### src/rtl/ecc_guard_pkg.sv
package ecc_guard_pkg;
  localparam int REG_W = 32;

  localparam logic [2:0] REG_STATUS = 3'd0;
  localparam logic [2:0] REG_SBE    = 3'd1;
  localparam logic [2:0] REG_DBE    = 3'd2;
  localparam logic [2:0] REG_EADDR  = 3'd3;
  localparam logic [2:0] REG_INJECT = 3'd4;

  localparam int INJ_W = 18;

  typedef struct packed {
    logic       dbl_en;
    logic       sgl_en;
    logic [7:0] pos_b;
    logic [7:0] pos_a;
  } inj_ctrl_t;

  // smallest p with 2^p >= data + p + 1
  function automatic int parity_bits(input int dw);
    int p;
    p = 1;
    while ((1 << p) < dw + p + 1) p++;
    return p;
  endfunction
endpackage

### src/rtl/ecc_enc.sv
module ecc_enc #(
  parameter int DATA_W = 32,
  parameter int P      = 6,
  parameter int CODE_W = DATA_W + P + 1
) (
  input  logic [DATA_W-1:0] data_i,
  output logic [CODE_W-1:0] code_o
);
  localparam int N = DATA_W + P;

  logic [N:1] ham;

  always_comb begin
    int d;
    ham = '0;
    d   = 0;
    // data fills non-power-of-two positions
    for (int j = 1; j <= N; j++) begin
      if ((j & (j - 1)) != 0) begin
        ham[j] = data_i[d];
        d++;
      end
    end
    for (int p = 0; p < P; p++) begin
      for (int j = 1; j <= N; j++) begin
        if ((((j >> p) & 1) == 1) && (j != (1 << p))) ham[1 << p] = ham[1 << p] ^ ham[j];
      end
    end
    code_o = {^ham, ham};
  end
endmodule

### src/rtl/ecc_dec.sv
module ecc_dec #(
  parameter int DATA_W = 32,
  parameter int P      = 6,
  parameter int CODE_W = DATA_W + P + 1
) (
  input  logic [CODE_W-1:0] code_i,
  output logic [DATA_W-1:0] data_o,
  output logic              single_o,
  output logic              double_o
);
  localparam int N = DATA_W + P;

  logic [N:1]   ham;
  logic [P-1:0] syn;
  logic         par;

  always_comb begin
    int d;
    ham = code_i[N-1:0];
    syn = '0;
    for (int p = 0; p < P; p++) begin
      for (int j = 1; j <= N; j++) begin
        if (((j >> p) & 1) == 1) syn[p] = syn[p] ^ ham[j];
      end
    end
    par      = ^code_i;
    single_o = 1'b0;
    double_o = 1'b0;
    if (syn != '0) begin
      if (par && (int'(syn) <= N)) begin
        single_o = 1'b1;
        for (int j = 1; j <= N; j++) begin
          if (j == int'(syn)) ham[j] = ~ham[j];
        end
      end else begin
        double_o = 1'b1;
      end
    end else if (par) begin
      single_o = 1'b1;  // overall parity bit itself flipped
    end
    data_o = '0;
    d      = 0;
    for (int j = 1; j <= N; j++) begin
      if ((j & (j - 1)) != 0) begin
        data_o[d] = ham[j];
        d++;
      end
    end
  end
endmodule

### src/rtl/ecc_regs.sv
module ecc_regs
  import ecc_guard_pkg::*;
#(
  parameter int ADDR_W = 16,
  parameter int CNT_W  = 8
) (
  input  logic              clk_i,
  input  logic              rst_ni,
  input  logic              reg_wr_i,
  input  logic [2:0]        reg_addr_i,
  input  logic [REG_W-1:0]  reg_wdata_i,
  output logic [REG_W-1:0]  reg_rdata_o,
  input  logic              evt_valid_i,
  input  logic              evt_single_i,
  input  logic              evt_double_i,
  input  logic [ADDR_W-1:0] evt_addr_i,
  output logic [CNT_W-1:0]  sbe_cnt_o,
  output logic [CNT_W-1:0]  dbe_cnt_o,
  output logic              irq_o,
  output inj_ctrl_t         inj_o
);
  logic              st_single, st_double;
  logic [CNT_W-1:0]  sbe_cnt, dbe_cnt;
  logic [ADDR_W-1:0] err_addr;
  logic              irq_q;
  inj_ctrl_t         inj_q;
  logic              clr;
  logic              hit_s, hit_d;
  logic              unused_wdata;

  assign unused_wdata = ^reg_wdata_i[REG_W-1:INJ_W];
  assign clr   = reg_wr_i && (reg_addr_i == REG_STATUS);
  assign hit_s = evt_valid_i && evt_single_i;
  assign hit_d = evt_valid_i && evt_double_i;

  always_ff @(posedge clk_i or negedge rst_ni) begin
    if (!rst_ni) begin
      st_single <= 1'b0;
      st_double <= 1'b0;
      sbe_cnt   <= '0;
      dbe_cnt   <= '0;
      err_addr  <= '0;
      irq_q     <= 1'b0;
      inj_q     <= '0;
    end else begin
      if (clr) begin
        st_single <= 1'b0;
        st_double <= 1'b0;
        sbe_cnt   <= '0;
        dbe_cnt   <= '0;
        irq_q     <= 1'b0;
      end
      if (reg_wr_i && (reg_addr_i == REG_INJECT)) inj_q <= reg_wdata_i[INJ_W-1:0];
      // set wins over clear
      if (hit_s) begin
        st_single <= 1'b1;
        sbe_cnt   <= clr ? CNT_W'(1) : ((sbe_cnt != '1) ? sbe_cnt + CNT_W'(1) : sbe_cnt);
      end
      if (hit_d) begin
        st_double <= 1'b1;
        dbe_cnt   <= clr ? CNT_W'(1) : ((dbe_cnt != '1) ? dbe_cnt + CNT_W'(1) : dbe_cnt);
      end
      if (hit_s || hit_d) begin
        irq_q    <= 1'b1;
        err_addr <= evt_addr_i;
      end
    end
  end

  always_comb begin
    reg_rdata_o = '0;
    unique case (reg_addr_i)
      REG_STATUS: reg_rdata_o[1:0]        = {st_double, st_single};
      REG_SBE:    reg_rdata_o[CNT_W-1:0]  = sbe_cnt;
      REG_DBE:    reg_rdata_o[CNT_W-1:0]  = dbe_cnt;
      REG_EADDR:  reg_rdata_o[ADDR_W-1:0] = err_addr;
      REG_INJECT: reg_rdata_o[INJ_W-1:0]  = inj_q;
      default:    reg_rdata_o = '0;
    endcase
  end

  assign sbe_cnt_o = sbe_cnt;
  assign dbe_cnt_o = dbe_cnt;
  assign irq_o     = irq_q;
  assign inj_o     = inj_q;
endmodule

### src/rtl/ecc_guard.sv
module ecc_guard
  import ecc_guard_pkg::*;
#(
  parameter int  DATA_W = 32,
  parameter int  ADDR_W = 16,
  parameter int  CNT_W  = 8,
  localparam int P      = parity_bits(DATA_W),
  localparam int CODE_W = DATA_W + P + 1
) (
  input  logic              clk_i,
  input  logic              rst_ni,
  input  logic              wr_valid_i,
  input  logic [ADDR_W-1:0] wr_addr_i,
  input  logic [DATA_W-1:0] wr_data_i,
  output logic              wr_valid_o,
  output logic [ADDR_W-1:0] wr_addr_o,
  output logic [CODE_W-1:0] wr_code_o,
  input  logic              rd_valid_i,
  input  logic [ADDR_W-1:0] rd_addr_i,
  input  logic [CODE_W-1:0] rd_code_i,
  output logic              rd_valid_o,
  output logic [DATA_W-1:0] rd_data_o,
  output logic              rd_err_o,
  output logic              irq_o,
  input  logic              reg_wr_i,
  input  logic [2:0]        reg_addr_i,
  input  logic [31:0]       reg_wdata_i,
  output logic [31:0]       reg_rdata_o
);
  logic [CODE_W-1:0] enc_code, inj_mask;
  logic [DATA_W-1:0] dec_data;
  logic              dec_single, dec_double;
  logic [CNT_W-1:0]  sbe_cnt, dbe_cnt;
  inj_ctrl_t         inj;

  ecc_enc #(.DATA_W(DATA_W), .P(P), .CODE_W(CODE_W)) u_enc (
    .data_i (wr_data_i),
    .code_o (enc_code)
  );

  ecc_dec #(.DATA_W(DATA_W), .P(P), .CODE_W(CODE_W)) u_dec (
    .code_i   (rd_code_i),
    .data_o   (dec_data),
    .single_o (dec_single),
    .double_o (dec_double)
  );

  ecc_regs #(.ADDR_W(ADDR_W), .CNT_W(CNT_W)) u_regs (
    .clk_i        (clk_i),
    .rst_ni       (rst_ni),
    .reg_wr_i     (reg_wr_i),
    .reg_addr_i   (reg_addr_i),
    .reg_wdata_i  (reg_wdata_i),
    .reg_rdata_o  (reg_rdata_o),
    .evt_valid_i  (rd_valid_i),
    .evt_single_i (dec_single),
    .evt_double_i (dec_double),
    .evt_addr_i   (rd_addr_i),
    .sbe_cnt_o    (sbe_cnt),
    .dbe_cnt_o    (dbe_cnt),
    .irq_o        (irq_o),
    .inj_o        (inj)
  );

  for (genvar g = 0; g < CODE_W; g++) begin : g_inj
    assign inj_mask[g] = ((inj.sgl_en || inj.dbl_en) && (inj.pos_a == 8'(g)))
                       || (inj.dbl_en && (inj.pos_b == 8'(g)));
  end

  always_ff @(posedge clk_i or negedge rst_ni) begin
    if (!rst_ni) begin
      wr_valid_o <= 1'b0;
      wr_addr_o  <= '0;
      wr_code_o  <= '0;
      rd_valid_o <= 1'b0;
      rd_data_o  <= '0;
      rd_err_o   <= 1'b0;
    end else begin
      wr_valid_o <= wr_valid_i;
      wr_addr_o  <= wr_addr_i;
      wr_code_o  <= enc_code ^ inj_mask;
      rd_valid_o <= rd_valid_i;
      rd_data_o  <= dec_data;
      rd_err_o   <= rd_valid_i && dec_double;
    end
  end
endmodule

### config.mk
export PLATFORM = sky130hd
export DESIGN_NAME = ecc_guard
export DESIGN_NICKNAME = d
export VERILOG_FILES = /design/src/rtl/ecc_guard_pkg.sv /design/src/rtl/ecc_enc.sv /design/src/rtl/ecc_dec.sv /design/src/rtl/ecc_regs.sv /design/src/rtl/ecc_guard.sv
export SDC_FILE = /design/constraint.sdc
export NUM_CORES = 1
export LEC_CHECK = 0
export BUFFER_PORTS_ARGS = -buffer_cell sky130_fd_sc_hd__buf_2
export CAP_MARGIN = 0
export CORE_AREA = 3 3 134 136
export CTS_BUF_LIST = sky130_fd_sc_hd__clkbuf_8
export DETAILED_ROUTE_END_ITERATION = 16
export DIE_AREA = 0 0 137 139
export PLACE_DENSITY = 0.87
export SYNTH_ARGS = -nofsm -noshare
export SYNTH_HDL_FRONTEND = slang
export SYNTH_SLANG_ARGS = --single-unit
### constraint.sdc
create_clock -name clk_i -period 2 [get_ports clk_i]
set_clock_uncertainty 0.05 [all_clocks]
set_input_delay 0.4 -clock clk_i [delete_from_list [all_inputs] [get_ports clk_i]]
set_output_delay 0.4 -clock clk_i [all_outputs]
set_load 0.01 [all_outputs]
==> out/results.txt, run 1 <==
run status: finished with violations
violated checks: setup timing
area leader, netlist: dfrtp_1
synthesis-to-finish area growth: 46.9%
clk sink count: 143
first-pass iteration count of the detailed router: 5
cell area after synthesis: 0.00786 mm²
fin cells: 1354
layout cells sized above 1: 0.474
Final Hold Fails: 0
VDD IR max: 0.797 mV
root buffer cell: clkbuf_8
Final Hold Slack: 0.0829 ns
Total Nets Final: 1262
DP Wirelength: 18500 µm
# DRC: 0
clock slew at reported path FFs: 0.08 ns
routed vias/inst: 5.28
Starting Density: 0.461
DIE AREA: 0.0190 mm²
first-pass GRT wire length: 37800 µm
fin worst setup slack: -0.762 ns
WP data required: 2.30 ns
Seq pwr share: 0.283
chip width: 137 µm
power per cell area: 1120 mW/mm²
vias in the first global route: 7210
Syn. warnings: 0
Pins Over Slew Limit: 0
Seq/Total Area, Yosys: 0.455
Lkg Pwr: 0.00553 µW
H-tree levels: 4
Synth async-reset ratio: 1.00
cell count after synthesis: 704
largest net degree at the start of global routing: 48
WP data arrival: 3.06 ns
r2r worst-path depth: 9
Yosys top cell area share: 0.455
Worst Path Max Fanout: 5
wire per inst: 18.8 µm
Clk pwr share: 0.165
CTS tree: yes
Hold WC Path Type: primary input to flop
IO Count: 266
initial antenna violation count: 1
Worst Setup End Kind: flop
Final Util: 0.677
RePlAce Congestion: 0.934
CTS Buf Count: 17
global-route congestion overflow total: 0
most numerous cell in the Yosys netlist: dfrtp_1
max-cap viol count: 0
worst skew pair latency: 0.46 ns
ys flop type: dfrtp_1
drt total wl: 25500 µm
Commonest cells post-synth: 143 x dfrtp_1, 120 x xnor2_1, 70 x xor2_1
post-route ant nets: 0
core area: 0.0171 mm²
synthesized flop and latch total: 143
Logic pwr share: 0.552
port buffer count: 237
internal power: 7950 µW
maximum root-to-sink buffer count: 2
Netlist cell types: 53
hold depth: 2
period utilisation layout: 1.38
Power Total: 12900 µW
RSZ-0062 raised after global routing: yes
Die Ht: 139 µm
initial drt markers: 729
Sw Ratio: 0.384
critical path type: primary input to flop
final setup violation count: 69
Overall Global Routing Usage: 0.257
startpoint types: primary input
EDFF count, synth: 0
Period minus WS final: 2.76 ns
cell count after placement: 1288
FMAX: 0.362 GHz
routed via count: 7146
top cells by area, synth: dfrtp_1 46%, xnor2_1 13%, xor2_1 7.8%
site row count: 48
syn avg cell area: 11.2 µm²
P_sw: 4960 µW
==> cells in the final DEF (no fill, tap or decap), drive strengths merged, types with 3 or more instances in the layout <==
cell / n
buf: 396
dfrtp: 143
xnor2: 125
xor2: 72
nand2: 66
nor2: 44
o22ai: 40
mux2: 32
clkbuf: 20
dlygate4sd3: 18
nand3: 15
conb: 14
mux2i: 14
nand2b: 11
inv: 10
xnor3: 9
nor2b: 9
a22o: 8
a22oi: 7
o21ai: 6
and3: 5
a21oi: 5
and2: 4
a31oi: 4
nand4: 4
o32ai: 4
nor3b: 4
xor3: 3
a32oi: 3
clkinv: 3
nor3: 3
nor4b: 3
==> logic make-up after synthesis <==
kind of cell    count (synthesis)  synth area share
buf+inv                        41            0.0267
fa+ha+maj                       2           0.00318
xor+xnor                      209             0.261
mux                            46            0.0637
compound gates                 84            0.0756
simple gates                  178             0.114
flops                         143             0.455
other cells                     1          0.000477
==> layout make-up <==
class / instances / area, µm²
Fill cell: 1205 / 5510
Multi-Input combinational cell: 535 / 4640
Tap cell: 225 / 282
Sequential cell: 143 / 3580
Clock inverter: 10 / 75.1
Timing Repair Buffer: 414 / 2660
Inverter: 6 / 22.5
Clock buffer: 20 / 275
Antenna cell: 1 / 2.50
==> power by group through the flow <==
stage	sequential (µW)	clock, µW	combinational, µW
floorplan	3800	0	3070
global placement	3670	0	5550
detailed placement	3690	0	5720
CTS	3630	2160	6460
global route	3690	2300	7560
finish	3650	2130	7130
==> final timing paths <==
| path | start | to | slack [ns] |
|---|---|---|---|
| setup / recovery | rd_code_i[25] | u_regs.sbe_cnt_o[7]$_DFFE_PN0P_ | -0.76 |
| hold / removal | rd_code_i[21] | rd_data_o[16]$_DFF_PN0_ | 0.08 |
| setup reg to reg | u_regs.sbe_cnt_o[2]$_DFFE_PN0P_ | u_regs.sbe_cnt_o[7]$_DFFE_PN0P_ | -0.17 |
| hold reg to reg | u_regs.err_addr[10]$_DFFE_PN0P_ | u_regs.err_addr[10]$_DFFE_PN0P_ | 0.47 |
| max in group asynchronous | rst_ni | rd_data_o[30]$_DFF_PN0_ | 0.93 |
| min in group asynchronous | rst_ni | wr_addr_o[6]$_DFF_PN0_ | 0.40 |
==> through the flow <==
step                instance area (µm²)  setup TNS, ns  worst slack [ns]
detailed placement                10500         -65.80             -1.08
finish                            11500         -41.01            -0.762
global route                      11500         -44.29            -0.810
global placement                  10500         -61.57             -1.04
floorplan                          8060         -45.46             -1.02
CTS                               11300         -30.22            -0.584
==> routing by layer <==
| metal | GRT usage | up-vias | wire length (µm) |
|---|---|---|---|
| met3 | 0.0613 | 89 | 1910 |
| met1 | 0.303 | 3453 | 9530 |
| met5 | 0 | - | 0 |
| met4 | 0.102 | 0 | 959 |
| met2 | 0.446 | 392 | 13100 |
| li1 | - | 3212 | - |
==> state kept, by name (all words and copies together), names as in the netlist <==
signal / cells
u_regs.sbe_cnt_o: 8
u_regs.irq_o: 1
u_regs.inj_o: 18
u_regs.st_double: 1
u_regs.st_single: 1
u_regs.dbe_cnt_o: 8
wr_addr_o: 16
rd_err_o: 1
wr_valid_o: 1
wr_code_o: 39
rd_data_o: 32
rd_valid_o: 1
u_regs.err_addr: 16
==> what timing repair did <==
action,CTS,global route
hold buffers,18,0
endpoints found under the setup margin,71,76
pin swaps,9,12
gates resized for setup,40,37
gates cloned,2,0
endpoints found under the hold margin,61,0
buffers inserted,10,5
==> critical path: stages <==
cell      delay [ns]
buf_2           0.13
xnor2_1         0.22
xnor3_1         0.51
xnor2_2         0.16
buf_4           0.19
xor2_2          0.16
a311o_2         0.38
a211oi_4        0.31
buf_6           0.17
nand4_1         0.12
xor2_1          0.22
nor2_1          0.08
Note: power is estimated with default switching activity, not from simulation.
==> inputs of run 2 (changes only) <==
--- a/config.mk
+++ b/config.mk
@@ -7,11 +7,11 @@
 export LEC_CHECK = 0
 export BUFFER_PORTS_ARGS = -buffer_cell sky130_fd_sc_hd__buf_2
 export CAP_MARGIN = 0
-export CORE_AREA = 3 3 134 136
+export CORE_AREA = 3 3 145 119
 export CTS_BUF_LIST = sky130_fd_sc_hd__clkbuf_8
 export DETAILED_ROUTE_END_ITERATION = 16
-export DIE_AREA = 0 0 137 139
-export PLACE_DENSITY = 0.87
+export DIE_AREA = 0 0 148 122
+export PLACE_DENSITY = 0.88
 export SYNTH_ARGS = -nofsm -noshare
 export SYNTH_HDL_FRONTEND = slang
 export SYNTH_SLANG_ARGS = --single-unit
==> constraint.sdc (replaced) <==
create_clock -name clk_i -period 2.9 [get_ports clk_i]
set_clock_uncertainty 0.05 [all_clocks]
set_input_delay 0.58 -clock clk_i [delete_from_list [all_inputs] [get_ports clk_i]]
set_output_delay 0.58 -clock clk_i [all_outputs]
set_load 0.01 [all_outputs]
==> run 2 against run 1 <==
The flow now finishes without violations. Non-clock buffer count down 94. Die area shrank 5.2%. Via count down 8.8%. Largest power group unchanged. Combinational power down 48%. Final area down 8.7%. Clock power down 14%. Sequential power down 29%.
==> out/results.txt, run 2 (synthesis results as in run 1) <==
Pins Over Slew Limit: 0
Top delay family on crit path: XOR/XNOR gates
drt total wl: 22300 µm
Worst Path Max Fanout: 5
Worst Setup End Kind: flop
initial drt markers: 499
first-pass GRT wire length: 33400 µm
worst skew pair latency: 0.45 ns
wire per inst: 17.8 µm
RSZ-0062 raised after global routing: yes
Power Total: 8140 µW
first-pass iteration count of the detailed router: 5
max-cap viol count: 0
Final Hold Slack: 0.0479 ns
chip width: 148 µm
DIE AREA: 0.0181 mm²
Final Hold Fails: 0
H-tree levels: 4
vias in the first global route: 6503
Reg area: 0.00358 mm²
synthesis-to-finish area growth: 34.1%
WP data required: 3.18 ns
initial antenna violation count: 0
post-route ant nets: 0
IO Count: 266
DP Wirelength: 17500 µm
CTS tree: yes
met1 Resource Use GR: 0.316
Die Ht: 122 µm
Layout fillers: 1167
global-route congestion overflow total: 0
Worst path most repeated cell: nor4b_4
Hold WC Path Type: primary input to async pin
largest net degree at the start of global routing: 59
Multi-input gate area: 0.00433 mm²
Overall Global Routing Usage: 0.238
routed vias/inst: 5.22
most frequent cells in the layout: 234 x buf_2, 143 x dfrtp_1, 112 x xnor2_1, 80 x buf_4, 69 x xor2_1
clk sink count: 143
worst-margin pin slew: 0.541 ns
layout cells sized above 1: 0.407
# DRC: 0
port buffer count: 237
GRT busiest layer: met2
FMAX: 0.348 GHz
VDD IR max: 0.395 mV
Buf+Inv Stages, Crit Path: 3
met3 GRT Util: 0.0733
routed via count: 6515
max reg flops: 39
Worst path slowest cell: xnor3_1
CTS Buf Count: 17
run status: complete, no violations
Period minus WS final: 2.87 ns
Antenna Cells: 0
site row count: 41
worst path cell trace: buf_8, xnor3_1, xnor3_2, xnor2_4, xor2_4, buf_6, nor4b_4, buf_4, nor4b_4, a31oi_1, a41o_1
Largest Register: wr_code_o
Setup WS pre-CTS: -0.445 ns
Starting Density: 0.497
relative slew slack: 0.639
# hold bufs at CTS: 0
Total Nets Final: 1166
final setup violation count: 0
core area: 0.0158 mm²
power per cell area: 772 mW/mm²
RePlAce Congestion: 0.919
critical path type: primary input to flop
Worst path max stage delay: 0.42 ns
Lkg Pwr: 0.00504 µW
met2 Use GR: 0.377
root buffer cell: clkbuf_8
clock slew at reported path FFs: 0.09 ns
reg2reg setup slack: 0.53 ns
commonest non-fill, non-tap cell in the layout: buf_2
startpoint types: primary input
period utilisation layout: 0.990
WP data arrival: 3.15 ns
maximum root-to-sink buffer count: 2
fin worst setup slack: 0.0282 ns
[run 2: changes by cell type in the layout (fill, tap and decap cells not counted), moves of 5 or more]
cell,before,now
buf_4,149,80
nor2_1,30,43
buf_6,7,2
o22ai_1,34,40
dlygate4sd3_1,18,0
xnor2_1,107,112
inv_6,0,5
nor2_2,9,1
nand3_1,10,15
o22ai_2,5,0
nor2_4,5,0
[run 2: report_power, final]
part	total (µW)	leakage [µW]	internal [µW]	switching, µW
clock network	1840	0.000228	1040	805
logic	3700	0.00312	1800	1900
registers	2600	0.00170	2320	273
[run 2: path summary, 6_finish.rpt]
check | startpoint | to | cells after the start
setup / recovery | rd_code_i[29] | u_regs.dbe_cnt_o[4]$_DFFE_PN0P_ | 11
max in group asynchronous | rst_ni | u_regs.err_addr[0]$_DFFE_PN0P_ | 2
hold / removal | rst_ni | wr_code_o[19]$_DFF_PN0_ | 1
min in group clk_i | wr_valid_i | wr_valid_o$_DFF_PN0_ | 1
hold reg to reg | u_regs.st_double$_DFFE_PN0P_ | u_regs.st_double$_DFFE_PN0P_ | 1
setup reg to reg | u_regs.inj_o[15]$_DFFE_PN0P_ | wr_code_o[38]$_DFF_PN0_ | 7
[run 2: cell type report]
class | instances | area share
repair buffers | 320 | 0.177
inverters | 6 | 0.00214
clock inverters | 15 | 0.0220
well taps | 215 | 0.0255
multi-input cells | 533 | 0.411
clock buffers | 17 | 0.0222
flip-flops and latches | 143 | 0.340
[run 2: what timing repair did]
action / 4_1_cts / 5_1_grt
setup endpoints to repair: 0 / 36
hold endpoints to repair: 0 / 0
buffers inserted: 0 / 3
resized for setup: 0 / 23
[run 2: metrics by stage]
stage / setup TNS [ns] / instance area, µm² / utilization / instances
2_1_floorplan: -4.27 / 8020 / - / 717
3_3_place_gp: -13.87 / 9920 / 0.628 / 1214
3_5_place_dp: -18.82 / 9920 / 0.628 / 1214
4_1_cts: 0 / 10400 / 0.657 / 1246
5_1_grt: -0.386 / 10500 / 0.667 / 1249
6_report: 0 / 10500 / 0.667 / 1249
[run 2: routing by layer]
metal	share of wire	wire, µm
met1	0.41	9230
met2	0.47	10600
met3	0.094	2100
met4	0.017	382
met5	0	0
[run 2: worst register-to-register path, cell delays in order (launching register included)]
cell	delay (ns)
dfrtp_1	0.40
nand2b_1	0.16
or4b_2	0.78
o22ai_1	0.28
xnor2_1	0.18
xnor2_1	0.16
xnor2_1	0.16
xnor2_1	0.14
==> inputs of run 3 (changes only) <==
--- a/config.mk
+++ b/config.mk
@@ -7,11 +7,12 @@
 export LEC_CHECK = 0
 export BUFFER_PORTS_ARGS = -buffer_cell sky130_fd_sc_hd__buf_2
 export CAP_MARGIN = 0
-export CORE_AREA = 3 3 145 119
+export CORE_AREA = 3 3 150 123
 export CTS_BUF_LIST = sky130_fd_sc_hd__clkbuf_8
 export DETAILED_ROUTE_END_ITERATION = 16
-export DIE_AREA = 0 0 148 122
-export PLACE_DENSITY = 0.88
+export DIE_AREA = 0 0 153 126
+export PLACE_DENSITY = 0.87
 export SYNTH_ARGS = -nofsm -noshare
 export SYNTH_HDL_FRONTEND = slang
+export SYNTH_HIERARCHICAL = 1
 export SYNTH_SLANG_ARGS = --single-unit
==> run 3 against run 2 <==
The run now ends with setup timing left. Setup slack lost 0.13 ns. First-iteration DRC count up 26%. Die area is 6.8% higher. Combinational power is 36% higher. Critical path type unchanged.
==> out/results.txt, run 3 <==
VDD IR max: 0.479 mV
port buffer count: 237
Worst Hold End: wr_addr_o[4]$_DFF_PN0_
Starting Density: 0.493
EDFF count, synth: 0
cell area after synthesis: 0.00847 mm²
r2r worst-path depth: 4
wire per inst: 19.6 µm
internal power: 5910 µW
site row count: 43
relative slew slack: 0.559
CTS tree: yes
vias in the first global route: 6837
synthesized flop and latch total: 143
Final Hold Slack: 0.193 ns
initial antenna violation count: 2
run status: finished with violations
post-route ant nets: 0
Die Ht: 126 µm
global-route congestion overflow total: 0
cell count after synthesis: 729
Worst Path Max Fanout: 4
HP Start: wr_addr_i[4]
IO Count: 266
Seq pwr share: 0.290
Commonest cells post-synth: 143 x dfrtp_1, 110 x xnor2_1, 59 x xor2_1
Yosys top cell area share: 0.423
met3 GRT Util: 0.0639
FMAX: 0.333 GHz
final setup violation count: 10
Overall Global Routing Usage: 0.246
most numerous cell in the Yosys netlist: dfrtp_1
DIE AREA: 0.0193 mm²
GRT busiest layer: met2
chip width: 153 µm
H-tree levels: 4
DP Wirelength: 18800 µm
ys flop type: dfrtp_1
worst-margin pin slew: 0.660 ns
met2 Use GR: 0.377
P_sw: 3640 µW
WP data arrival: 3.33 ns
Seq/Total Area, Yosys: 0.423
first-pass iteration count of the detailed router: 5
layout cells sized above 1: 0.441
violated checks: setup timing
final instance area: 0.0111 mm²
Sw Ratio: 0.381
FF-to-FF Start: u_regs/inj_o[17]$_DFFE_PN0P_
# DRC: 0
clock slew at reported path FFs: 0.08 ns
Synth async-reset ratio: 1.00
critical path type: primary input to flop
Lkg Pwr: 0.00525 µW
synthesis-to-finish area growth: 31.0%
WP data required: 3.22 ns
routed via count: 6942
Total Nets Final: 1175
Logic pwr share: 0.529
CTS Buf Count: 17
clk sink count: 143
Reg-to-Reg End: wr_code_o[7]$_DFF_PN0_
Worst Setup End Kind: flop
period utilisation layout: 1.04
Post-Route Setup TNS: -0.304 ns
most frequent cells in the layout: 232 x buf_2, 143 x dfrtp_1, 100 x xnor2_1, 95 x buf_4, 52 x xor2_1
RePlAce Congestion: 0.968
maximum root-to-sink buffer count: 2
max-cap viol count: 0
reg2reg setup slack: 0.85 ns
core area: 0.0172 mm²
area leader, netlist: dfrtp_1
Power Total: 9540 µW
commonest non-fill, non-tap cell in the layout: buf_2
syn avg cell area: 11.6 µm²
Final Util: 0.646
Clk pwr share: 0.181
largest net degree at the start of global routing: 83
root buffer cell: clkbuf_8
Period minus WS final: 3.01 ns
top cells by area, synth: dfrtp_1 42%, xnor2_1 11%, xor2_1 6.1%
RSZ-0062 raised after global routing: yes
Hold WC Path Type: primary input to flop
met1 Resource Use GR: 0.349
Netlist cell types: 67
Pins Over Slew Limit: 0
worst skew pair latency: 0.44 ns
drt total wl: 24800 µm
Final Hold Fails: 0
power per cell area: 861 mW/mm²
initial drt markers: 628
max reg flops: 39
hold depth: 1
routed vias/inst: 5.47
Syn. warnings: 6
startpoint types: primary input
Placed Area: 0.0104 mm²
Largest Register: wr_code_o
Layout fillers: 1282
first-pass GRT wire length: 37100 µm
fin worst setup slack: -0.105 ns
-- run 3: cell count changes in the layout (fill, tap and decap cells not counted), moves of 12 or more --
cell	change
xor2_1	-17
buf_4	+15
nand2_1	-29
xnor3_1	+13
nand4_1	+14
xnor2_1	-12
nor2_1	-15
-- run 3: routing by layer --
metal | share of wire | vias up | routed length [µm]
li1 | - | 3105 | -
met1 | 0.43 | 3435 | 10800
met2 | 0.47 | 362 | 11600
met3 | 0.082 | 40 | 2040
met4 | 0.017 | 0 | 434
met5 | 0 | - | 0
-- run 3: layout make-up --
cell class | count | area [µm²] | share of cell area
multi-input combinational | 529 | 4770 | 0.430
clock buffer | 18 | 248 | 0.0223
clock inverter | 14 | 180 | 0.0162
timing repair buffer | 336 | 2010 | 0.182
antenna | 2 | 5.00 | 0.000451
sequential | 143 | 3580 | 0.323
inverter | 3 | 11.3 | 0.00102
tap | 225 | 282 | 0.0254
-- run 3: critical path, cell delays in order --
cell,delay [ns]
buf_2,0.12
xnor3_1,0.44
xnor3_1,0.27
xnor3_2,0.47
o311ai_4,0.32
a21oi_4,0.11
a31oi_4,0.21
and2_4,0.20
o21ai_4,0.06
or4_4,0.42
a21oi_2,0.12
-- run 3: cell families after synthesis --
family / Yosys count / synth area share
multiplexers: 49 / 0.0656
other: 1 / 0.000443
buffers and inverters: 70 / 0.0554
flip-flops: 143 / 0.423
AND/OR/NAND/NOR: 178 / 0.126
AO/OA/AOI/OAI: 87 / 0.0745
adder cells (fa/ha/maj): 2 / 0.00296
XOR/XNOR: 199 / 0.252
-- run 3: power by group through the flow --
stage / registers (µW) / clock network (µW) / logic (µW)
finish: 2770 / 1730 / 5050
global route: 2820 / 1860 / 5340
CTS: 2760 / 1760 / 4740
detailed placement: 2800 / 0 / 4680
global placement: 2770 / 0 / 4520
floorplan: 2750 / 0 / 2960
-- run 3: how the worst max path moves through the flow --
stage | end | slack, ns | from | cells past startpoint
floorplan | u_regs/dbe_cnt_o[7]$_DFFE_PN0P_ | -0.40 | rd_code_i[2] | 12
global placement | u_regs/dbe_cnt_o[7]$_DFFE_PN0P_ | -0.46 | rd_code_i[2] | 12
detailed placement | u_regs/dbe_cnt_o[7]$_DFFE_PN0P_ | -0.58 | rd_code_i[2] | 12
CTS | u_regs/sbe_cnt_o[5]$_DFFE_PN0P_ | -0.002 | rd_code_i[4] | 12
global route | u_regs/dbe_cnt_o[7]$_DFFE_PN0P_ | -0.11 | rd_code_i[19] | 11
finish | u_regs/dbe_cnt_o[7]$_DFFE_PN0P_ | -0.11 | rd_code_i[19] | 11
-- run 3: what timing repair did --
action / in CTS / in global routing
hold buffers: 1 / 0
gates resized for setup: 4 / 23
setup buffers: 0 / 6
endpoints found under the hold margin: 32 / 0
endpoints found under the setup margin: 5 / 16
pin swaps: 7 / 6
cloned: 0 / 0
-- run 3: stage by stage --
stage	instances	setup WS (ns)
floorplan	742	-0.396
global placement	1229	-0.462
detailed placement	1229	-0.577
CTS	1262	-0.00190
global route	1270	-0.110
finish	1270	-0.105
